<file path="src/rtl/txr_pkg.sv">
package txr_pkg;
  localparam int CAUSE_N   = 4;
  localparam int CAUSE_EOT = 0;
  localparam int CAUSE_LOW = 1;
  localparam int CAUSE_OVF = 2;
  localparam int CAUSE_UNF = 3;

  typedef struct packed {
    logic push;
    logic pop;
    logic flush;
  } fifoStrobe_t;
endpackage

</file>
<file path="src/rtl/txr_datapath.sv">
module txr_datapath
  import txr_pkg::*;
#(
  parameter int DEPTH  = 24,
  parameter int DATA_W = 8,
  localparam int PTR_W = (DEPTH > 1) ? $clog2(DEPTH) : 1,
  localparam int CNT_W = $clog2(DEPTH + 1)
) (
  input  logic              clk,
  input  logic              rstN,
  input  fifoStrobe_t       strobe,
  input  logic [DATA_W-1:0] wrData,
  output logic [DATA_W-1:0] rdData,
  output logic [CNT_W-1:0]  count
);
  logic [DATA_W-1:0] mem [DEPTH];
  logic [PTR_W-1:0]  wrPtr, rdPtr, wrPtrNext, rdPtrNext;

  generate
    if ((1 << PTR_W) == DEPTH) begin : g_pow2
      assign wrPtrNext = wrPtr + 1'b1;
      assign rdPtrNext = rdPtr + 1'b1;
    end else begin : g_wrap
      assign wrPtrNext = (wrPtr == PTR_W'(DEPTH - 1)) ? '0 : wrPtr + 1'b1;
      assign rdPtrNext = (rdPtr == PTR_W'(DEPTH - 1)) ? '0 : rdPtr + 1'b1;
    end
  endgenerate

  always_ff @(posedge clk) begin
    if (strobe.push && !strobe.flush) mem[wrPtr] <= wrData;
  end

  always_ff @(posedge clk or negedge rstN) begin
    if (!rstN) begin
      wrPtr <= '0;
      rdPtr <= '0;
      count <= '0;
    end else if (strobe.flush) begin
      wrPtr <= '0;
      rdPtr <= '0;
      count <= '0;
    end else begin
      if (strobe.push) wrPtr <= wrPtrNext;
      if (strobe.pop)  rdPtr <= rdPtrNext;
      case ({strobe.push, strobe.pop})
        2'b10:   count <= count + 1'b1;
        2'b01:   count <= count - 1'b1;
        default: count <= count;
      endcase
    end
  end

  assign rdData = mem[rdPtr];

  // storage never holds more than its depth
  assert_no_overflow_R2: assert property (@(posedge clk) disable iff (!rstN)
    count <= CNT_W'(DEPTH));

  // an accepted push never lands in a full buffer
  assert_push_room_R8: assert property (@(posedge clk) disable iff (!rstN)
    strobe.push |-> count < CNT_W'(DEPTH));

  // a flush leaves the buffer empty
  assert_flush_empty_R10: assert property (@(posedge clk) disable iff (!rstN)
    strobe.flush |=> count == '0);
endmodule

</file>
<file path="src/rtl/txr_ctrl.sv">
module txr_ctrl
  import txr_pkg::*;
#(
  parameter int DEPTH        = 24,
  parameter int LEN_W        = 8,
  parameter int LOW_MARK     = 3,
  parameter logic [7:0] FLUSH_CODE = 8'h8F,
  localparam int CNT_W       = $clog2(DEPTH + 1)
) (
  input  logic               clk,
  input  logic               rstN,
  input  logic               hostWrEn,
  input  logic               lenWrEn,
  input  logic [LEN_W-1:0]   lenWrData,
  input  logic               cmdEn,
  input  logic [7:0]         cmdCode,
  input  logic               statRdEn,
  input  logic [CAUSE_N-1:0] irqMask,
  input  logic               serReq,
  input  logic [CNT_W-1:0]   count,
  output fifoStrobe_t        strobe,
  output logic               serAck,
  output logic [CAUSE_N-1:0] pending,
  output logic               irq
);
  logic [LEN_W-1:0]   lenRemain;
  logic               started;
  logic               isFull, isEmpty, flushHit, pushOk, popOk, lastByte;
  logic [CAUSE_N-1:0] events;

  assign isFull   = (count == CNT_W'(DEPTH));
  assign isEmpty  = (count == '0);
  assign flushHit = cmdEn && (cmdCode == FLUSH_CODE);
  assign pushOk   = hostWrEn && !isFull && !flushHit;
  assign popOk    = serReq && started && !isEmpty && !flushHit;
  assign lastByte = (lenRemain == LEN_W'(1));

  always_comb begin
    strobe.push  = pushOk;
    strobe.pop   = popOk;
    strobe.flush = flushHit;
  end

  assign serAck = popOk;

  always_comb begin
    events = '0;
    events[CAUSE_EOT] = popOk && lastByte;
    events[CAUSE_LOW] = popOk && !pushOk
                        && (count == CNT_W'(LOW_MARK + 1))
                        && (lenRemain > LEN_W'(LOW_MARK + 1));
    events[CAUSE_OVF] = hostWrEn && isFull && !flushHit;
    events[CAUSE_UNF] = serReq && started && isEmpty && !flushHit;
  end

  always_ff @(posedge clk or negedge rstN) begin
    if (!rstN) begin
      lenRemain <= '0;
      started   <= 1'b0;
    end else if (flushHit) begin
      lenRemain <= '0;
      started   <= 1'b0;
    end else if (lenWrEn) begin
      lenRemain <= lenWrData;
      started   <= 1'b0;
    end else begin
      if (popOk) lenRemain <= lenRemain - 1'b1;
      if (popOk && lastByte)                     started <= 1'b0;
      else if (pushOk && lenRemain != '0)        started <= 1'b1;
    end
  end

  always_ff @(posedge clk or negedge rstN) begin
    if (!rstN) pending <= '0;
    else       pending <= (statRdEn ? '0 : pending) | events;
  end

  assign irq = |(pending & irqMask);

  // each handout consumes one unit of the length
  assert_len_step_R4: assert property (@(posedge clk) disable iff (!rstN)
    serAck && !lenWrEn |=> lenRemain == $past(lenRemain) - 1'b1);

  // handing out the final byte raises done, even under a status read
  assert_eot_flag_R6: assert property (@(posedge clk) disable iff (!rstN)
    serAck && lastByte && !lenWrEn |=> pending[CAUSE_EOT]);

  // a read with no new event leaves nothing pending
  assert_read_clear_R7: assert property (@(posedge clk) disable iff (!rstN)
    statRdEn && !serReq && !hostWrEn |=> pending == '0);

  // nothing pending means no interrupt
  assert_irq_quiet_R11: assert property (@(posedge clk) disable iff (!rstN)
    pending == '0 |-> !irq);
endmodule

</file>
<file path="src/rtl/tx_refill_fifo.sv">
module tx_refill_fifo
  import txr_pkg::*;
#(
  parameter int DEPTH    = 24,
  parameter int DATA_W   = 8,
  parameter int LEN_W    = 8,
  parameter int LOW_MARK = 3
) (
  input  logic               clk,
  input  logic               rstN,
  input  logic               hostWrEn,
  input  logic [DATA_W-1:0]  hostWrData,
  input  logic               lenWrEn,
  input  logic [LEN_W-1:0]   lenWrData,
  input  logic               cmdEn,
  input  logic [7:0]         cmdCode,
  input  logic               statRdEn,
  output logic [CAUSE_N-1:0] statRdData,
  input  logic [CAUSE_N-1:0] irqMask,
  output logic               irq,
  input  logic               serReq,
  output logic               serAck,
  output logic [DATA_W-1:0]  serData
);
  localparam int CNT_W = $clog2(DEPTH + 1);

  fifoStrobe_t      strobe;
  logic [CNT_W-1:0] count;

  txr_ctrl #(
    .DEPTH(DEPTH), .LEN_W(LEN_W), .LOW_MARK(LOW_MARK), .FLUSH_CODE(8'h8F)
  ) u_ctrl (
    .clk(clk), .rstN(rstN), .hostWrEn(hostWrEn), .lenWrEn(lenWrEn),
    .lenWrData(lenWrData), .cmdEn(cmdEn), .cmdCode(cmdCode),
    .statRdEn(statRdEn), .irqMask(irqMask), .serReq(serReq), .count(count),
    .strobe(strobe), .serAck(serAck), .pending(statRdData), .irq(irq)
  );

  txr_datapath #(.DEPTH(DEPTH), .DATA_W(DATA_W)) u_dp (
    .clk(clk), .rstN(rstN), .strobe(strobe), .wrData(hostWrData),
    .rdData(serData), .count(count)
  );
endmodule

</file>
<file path="config.mk">
export PLATFORM = sky130hd
export DESIGN_NAME = tx_refill_fifo
export DESIGN_NICKNAME = d
export VERILOG_FILES = /design/src/rtl/txr_pkg.sv /design/src/rtl/txr_datapath.sv /design/src/rtl/txr_ctrl.sv /design/src/rtl/tx_refill_fifo.sv
export SDC_FILE = /design/constraint.sdc
export NUM_CORES = 1
export LEC_CHECK = 0
export BUFFER_PORTS_ARGS = -buffer_cell sky130_fd_sc_hd__buf_4
export CAP_MARGIN = 20
export CORE_ASPECT_RATIO = 0.5
export CORE_MARGIN = 1.5
export CORE_UTILIZATION = 32
export DETAILED_ROUTE_END_ITERATION = 7
export GPL_TIMING_DRIVEN = 0
export SYNTH_ARGS = -nofsm -noshare
export SYNTH_HDL_FRONTEND = slang
export SYNTH_SLANG_ARGS = --single-unit
</file>
<file path="constraint.sdc">
create_clock -name clk -period 2.4 [get_ports clk]
set_input_delay 0.24 -clock clk [delete_from_list [all_inputs] [get_ports clk]]
set_output_delay 0.24 -clock clk [all_outputs]
set_load 0.02 [all_outputs]
</file>
==> impl_metrics.py, run 1 <==
metrics = {
    "clock_tree": {
        "cts_htree_levels": 1,
        "clockRootBuffer": "clkbuf_16",
        "cts_made_buffers": 22,
        "clk_latency_ns": 0.51,
        "tritoncts": "built",
        "clkSinkCount": 220,
        "clock_path_buffers": 3,
        "clk_pin_slew_ns": 0.06,
    },
    "run": {
        "drv_cap": 0,
    },
    "critical_path": {
        "r2r_cells": 4,
        "cp_max_fo": 6,
        "reg2reg_to": "u_dp.mem[10][3]$_DFFE_PP_",
        "crit_path_end": "serData[2]",
        "r2r_start": "u_dp.count[4]$_DFFE_PN0P_",
        "path_class": "register to output port",
        "startpoint_type": "register",
        "reg2reg_slack_ns": -0.01,
        "cp-end-kind": "output port",
        "startpoint": "u_dp.rdPtr[0]$_DFFE_PN0P_",
        "cp.arrival_ns": 2.65,
        "critPathRequiredTime_ns": 2.16,
    },
    "drt": {
        "wl_per_cell_um": 20.9,
        "drtIter0Drc": 429,
        "vias": 5034,
        "routed_wl_mm": 21.2,
        "drc_errors": 0,
        "dr.pass1.iters": 4,
        "via_per_inst": 4.97,
        "detail-route-antenna-nets": 0,
    },
    "layout": {
        "antenna-diode-count": 0,
        "fillers": 2491,
        "area_delta_synth_final_pct": 23.8,
        "utilization_pct": 40.6,
        "drive_above_1_share_pct": 35.4,
        "nNetsFinal": 662,
    },
    "grt": {
        "overflow": 0,
        "antenna_found_initial": 0,
        "grt_pass1_vias": 5281,
        "grt_pass1_wl_mm": 32.2,
        "grt_start_max_net_pins": 29,
        "grt_usage_pct": 14.4,
    },
    "timing": {
        "fin_crit_sh_pct": 120,
        "finClkSkew_ns": 0.0156,
        "post-route-min-period_ns": 2.89,
        "setup_ws_ns": -0.486,
        "hold_violations": 0,
        "slew_violations": 0,
        "setup_viol": 15,
        "tightest_slew_ns": 0.862,
        "slew-limit-headroom_pct": 42.6,
        "rsz0062_at_grt": "yes",
        "fmax_mhz": 346,
    },
    "yosys": {
        "synth_area_mm2": 0.00915,
        "yosysMostFrequentCell": "edfxtp_1",
        "synth_area_leaders": "edfxtp_1 63%, mux4_2 12%, dfrtp_1 7.7%, nor2_1 2.0%, mux2_2 1.7%",
        "yosys.cell_types.count": 55,
        "synthFlopType": "edfxtp_1",
        "ys_warn_count": 0,
        "synth_area_per_cell_um2": 17.6,
        "yosysTopAreaCell": "edfxtp_1",
        "async_flop_share_pct": 12.7,
        "syn_nets": 566,
        "syn-instance-count": 519,
        "synthTopCellsByCount": "192 x edfxtp_1, 48 x mux4_2, 48 x nor2_1, 28 x dfrtp_1, 22 x nand2_1",
        "synth_top_area_share_pct": 63.0,
        "yosysSeqAreaShare_pct": 70.7,
        "synth-seq-cells": 220,
        "synth-edff-count": 192,
    },
    "power": {
        "power_switching_uw": 3960,
        "power_leakage_uw": 0.00379,
        "switching_share_pct": 31.7,
        "seqPwrFrac_pct": 38.1,
        "clock_power_share_pct": 25.7,
        "power.internal_uw": 8530,
        "finalPower_uw": 12500,
        "ir_worst_vdd_uv": 567,
        "cellPowerDensity_mw_per_mm2": 1100,
        "power_frac_comb_pct": 36.2,
    },
    "floorplan": {
        "io_pins": 49,
        "rows": 43,
        "initial_utilization_pct": 32.8,
        "coreArea_mm2": 0.0279,
        "dieArea_mm2": 0.0297,
        "die_w_um": 242,
        "fp.dieH_um": 123,
    },
    "placed_design": {
        "portBuffers": 47,
        "place_congestion": 0.810,
        "dp_hpwl_mm": 13.4,
        "place_ws_ns": -0.430,
    },
    "worst_hold_path": {
        "min_from": "lenWrData[0]",
        "worstHoldPathType": "input pin to register",
    },
    "status": {
        "outcome": "finished with violations",
        "failed_checks": "negative setup slack",
    },
}
-- final cells by class --
cell class / count / area (µm²) / share of cell area [%]
well taps: 382 / 478 / 4.22
flip-flops and latches: 220 / 6470 / 57.2
plain buffers: 22 / 179 / 1.58
clock buffers: 31 / 584 / 5.16
multi-input cells: 260 / 2800 / 24.7
clock inverters: 8 / 71.3 / 0.630
inverters: 15 / 58.8 / 0.519
repair buffers: 74 / 682 / 6.02
-- sequential cells by signal, indices dropped and copies added, names as in the netlist --
signal            flops
u_ctrl.lenRemain      8
u_ctrl.pending        4
u_ctrl.started        1
u_dp.count            5
u_dp.mem            192
u_dp.rdPtr            5
u_dp.wrPtr            5
-- how the worst min path moves through the flow --
stage,endpoint,slack (ns),depth (start not counted)
6_report,u_ctrl.lenRemain[0]$_DFFE_PN0P_,0.02,3
5_1_grt,u_ctrl.lenRemain[0]$_DFFE_PN0P_,0.02,3
4_1_cts,u_ctrl.lenRemain[5]$_DFFE_PN0P_,0.002,3
3_5_place_dp,u_ctrl.started$_DFFE_PN0P_,0.20,1
3_3_place_gp,u_ctrl.lenRemain[6]$_DFFE_PN0P_,0.19,1
2_1_floorplan,u_ctrl.lenRemain[0]$_DFFE_PN0P_,-0.06,0
-- through the flow --
step	cells	hold WS, ns	TNS (ns)	area [µm²]
after floorplan	519	-0.0556	-0.106	9210
after global placement	948	0.195	-50.32	10000
after detailed placement	948	0.202	-55.87	10000
after CTS	1008	0.00226	-3.78	11100
after global routing	1012	0.0242	-7.01	11300
final	1012	0.0167	-3.69	11300
-- placed cells by master, fill, tap and decap left out, types with 3 or more instances in the layout --
cell           count
edfxtp_1         192
buf_4             57
mux4_2            48
nor2_1            24
clkbuf_16         24
dfrtp_1           23
nand2_1           19
clkbuf_1          19
inv_1             13
nor2_4            13
a21oi_1           13
mux2_2            12
nor2_2            12
buf_6             10
ha_1              10
mux2i_1            9
a221o_1            7
buf_12             6
nor3_1             6
clkinv_1           5
dlygate4sd3_1      5
nand3_1            4
nand4_1            4
clkbuf_2           4
a211oi_1           4
xnor2_1            4
xor2_1             4
dfrtp_2            4
or3_1              3
o32ai_1            3
nor2b_1            3
mux2i_2            3
nor3_2             3
or4_1              3
-- cells by family after synthesis --
kind of cell | Yosys count | share of synthesized area [%]
multiplexers | 76 | 15.1
XOR/XNOR | 8 | 0.766
AO/OA/AOI/OAI | 50 | 4.07
flip-flops | 220 | 70.7
adder cells (fa/ha/maj) | 12 | 1.72
AND/OR/NAND/NOR | 114 | 6.03
buffers and inverters | 39 | 1.68
-- worst max-delay path, cell delays in order (launching register included) --
cell	delay, ns
dfrtp_4	0.51
buf_12	0.16
clkbuf_16	0.16
mux4_2	0.49
mux2_2	0.30
a221o_1	0.35
buf_6	0.15
-- what timing repair did --
item | 4_1_cts | 5_1_grt
hold buffers | 5 | 0
setup buffers | 17 | 2
hold endpoints to repair | 35 | 0
pin swaps | 7 | 5
resized for setup | 77 | 27
cloned | 1 | 2
endpoints found under the setup margin | 194 | 107
-- power groups by stage --
stage / clock (µW) / combinational (µW) / sequential, µW
after detailed placement: 0 / 3660 / 4800
after global placement: 0 / 3620 / 4790
after global routing: 3410 / 4830 / 4790
final: 3210 / 4520 / 4760
after floorplan: 0 / 2460 / 4750
after CTS: 3250 / 4280 / 4740
-- routing by layer --
layer	part of all wire, %	global-route usage (%)	up-vias
met3	4.9	2.49	30
met5	0	0	-
met1	44	19.6	2622
li1	-	-	2279
met4	2.0	3.67	0
met2	49	24.2	103
(Power assumes the default switching activity.)
==> run 2, diff against run 1 <==
--- a/config.mk
+++ b/config.mk
@@ -15,3 +15,4 @@
 export SYNTH_ARGS = -nofsm -noshare
 export SYNTH_HDL_FRONTEND = slang
 export SYNTH_SLANG_ARGS = --single-unit
+export TNS_END_PERCENT = 5
==> impl_metrics.py, run 2 (synthesis gave the netlist of run 1 again) <==
metrics = {
    "clock_tree": {
        "clkSinkCount": 220,
        "clk_latency_ns": 0.51,
        "clockRootBuffer": "clkbuf_16",
        "tritoncts": "built",
        "cts_htree_levels": 1,
        "clock_path_buffers": 3,
        "cts_made_buffers": 22,
        "clk_pin_slew_ns": 0.06,
    },
    "drt": {
        "dr.pass1.iters": 5,
        "detail-route-antenna-nets": 0,
        "drtIter0Drc": 432,
        "vias": 5105,
        "wl_per_cell_um": 21.0,
        "via_per_inst": 5.04,
        "routed_wl_mm": 21.3,
        "drc_errors": 0,
    },
    "critical_path": {
        "r2r_start": "u_dp.count[1]$_DFFE_PN0P_",
        "cp-end-kind": "output port",
        "path_cells": "buf_12 -> clkbuf_16 -> mux4_2 -> mux2_2 -> a221o_1 -> buf_6",
        "slowest_delay_ns": 0.50,
        "cp_slowest_cell": "dfrtp_4",
        "startpoint_type": "register",
        "cp_max_fo": 6,
        "r2r_cells": 12,
        "reg2reg_slack_ns": 0.03,
        "critPathRequiredTime_ns": 2.16,
        "cp.arrival_ns": 2.64,
        "path_class": "register to output port",
        "reg2reg_to": "u_dp.count[4]$_DFFE_PN0P_",
    },
    "placed_design": {
        "place_congestion": 0.810,
        "dp_hpwl_mm": 13.4,
        "dp_cells": 948,
        "portBuffers": 47,
    },
    "layout": {
        "area_delta_synth_final_pct": 23.0,
        "nNetsFinal": 662,
        "fin_cells": 1012,
        "reg.largest.list": "u_dp.mem: 192 flops, u_ctrl.lenRemain: 8 flops",
        "final_common_cell": "edfxtp_1",
        "antenna-diode-count": 0,
        "largest_register_ffs": 192,
        "layout_common_cells": "192 x edfxtp_1, 58 x buf_4, 48 x mux4_2",
        "regMostFlops": "u_dp.mem",
        "fillers": 2498,
        "drive_above_1_share_pct": 35.1,
    },
    "grt": {
        "overflow": 0,
        "grt_start_max_net_pins": 29,
        "antenna_found_initial": 0,
        "grt_usage_pct": 14.4,
        "grt_pass1_vias": 5273,
        "grt_pass1_wl_mm": 32.2,
    },
    "worst_hold_path": {
        "hold_path_end": "u_ctrl.lenRemain[0]$_DFFE_PN0P_",
        "worstHoldPathType": "input pin to register",
        "min_path_cells": 3,
        "min_from": "lenWrData[0]",
    },
    "floorplan": {
        "dieArea_mm2": 0.0297,
        "fp.dieH_um": 123,
        "coreArea_mm2": 0.0279,
        "rows": 43,
        "initial_utilization_pct": 32.8,
        "die_w_um": 242,
        "io_pins": 49,
    },
    "timing": {
        "rsz0062_at_grt": "yes",
        "slew_violations": 0,
        "tightest_slew_ns": 0.901,
        "finClkSkew_ns": 0.0148,
        "fmax_mhz": 347,
        "fin_setup_tns_ns": -3.62,
        "slew-limit-headroom_pct": 39.9,
        "setup_ws_ns": -0.482,
        "setup_viol": 8,
        "fin_crit_sh_pct": 120,
        "post-route-min-period_ns": 2.88,
        "hold_violations": 0,
    },
    "power": {
        "ir_worst_vdd_uv": 567,
        "power_leakage_uw": 0.00378,
        "clock_power_share_pct": 25.8,
        "power_switching_uw": 3920,
        "cellPowerDensity_mw_per_mm2": 1100,
        "power.internal_uw": 8510,
        "switching_share_pct": 31.5,
        "power_frac_comb_pct": 35.9,
        "seqPwrFrac_pct": 38.3,
    },
    "status": {
        "outcome": "finished with violations",
        "failed_checks": "negative setup slack",
    },
    "run": {
        "drv_cap": 0,
    },
}
==> run 2: how the worst max path moves through the flow <==
| stage | cells after the start | start | slack, ns | end |
|---|---|---|---|---|
| 2_1_floorplan | 12 | u_dp.count[2]$_DFFE_PN0P_ | -0.11 | u_dp.count[4]$_DFFE_PN0P_ |
| 3_3_place_gp | 6 | u_dp.rdPtr[0]$_DFFE_PN0P_ | -0.46 | serData[4] |
| 3_5_place_dp | 12 | u_dp.count[2]$_DFFE_PN0P_ | -0.43 | u_dp.count[4]$_DFFE_PN0P_ |
| 4_1_cts | 6 | u_dp.rdPtr[0]$_DFFE_PN0P_ | -0.51 | serData[7] |
| 5_1_grt | 7 | u_dp.rdPtr[0]$_DFFE_PN0P_ | -0.53 | serData[4] |
| 6_report | 6 | u_dp.rdPtr[0]$_DFFE_PN0P_ | -0.48 | serData[2] |
==> run 2: layout make-up <==
type	instances	area [µm²]	share of cell area, %
Tap cell	382	478	4.25
Sequential cell	220	6470	57.5
Timing Repair Buffer	74	678	6.03
Buffer	22	179	1.59
Multi-Input combinational cell	260	2730	24.3
Clock inverter	8	71.3	0.634
Inverter	15	56.3	0.500
Clock buffer	31	584	5.19
==> run 2: through the flow <==
stage	total power, µW	hold WS [ns]	cell area, µm²	utilization (%)	setup slack (ns)
2_1_floorplan	7210	-0.0556	9210	-	-0.106
3_3_place_gp	8410	0.195	10000	35.9	-0.463
3_5_place_dp	8460	0.202	10000	35.9	-0.430
4_1_cts	12300	0.00226	11100	39.8	-0.506
5_1_grt	13000	0.0242	11300	40.3	-0.530
6_report	12400	0.0133	11300	40.3	-0.482
==> run 2: power groups by stage <==
stage                     clock, µW  combinational (µW)  sequential (µW)
final                          3210                4460             4760
after detailed placement          0                3660             4800
after global routing           3410                4770             4800
after floorplan                   0                2460             4750
after global placement            0                3620             4790
after CTS                      3250                4260             4750
==> run 2: layer usage <==
metal / global-route usage, % / wire length [µm] / vias up
met5: 0 / 0 / -
met2: 24.1 / 10300 / 117
met3: 2.49 / 985 / 33
met4: 3.71 / 430 / 0
li1: - / - / 2271
met1: 19.6 / 9560 / 2684
==> run 2: timing repair <==
| action | 4_1_cts | 5_1_grt |
|---|---|---|
| hold endpoints to repair | 35 | 0 |
| setup buffers | 17 | 2 |
| resized for setup | 65 | 23 |
| setup endpoints to repair | 194 | 164 |
| pin swaps | 7 | 5 |
| gates cloned | 1 | 2 |
| hold buffers | 5 | 0 |
==> run 2: critical path, delay by kind of cell, from the launching register on <==
family,cells,cell delay [ns]
AO/OA/AOI/OAI,1,0.35
buffers and inverters,3,0.47
flip-flops,1,0.50
multiplexers,2,0.79
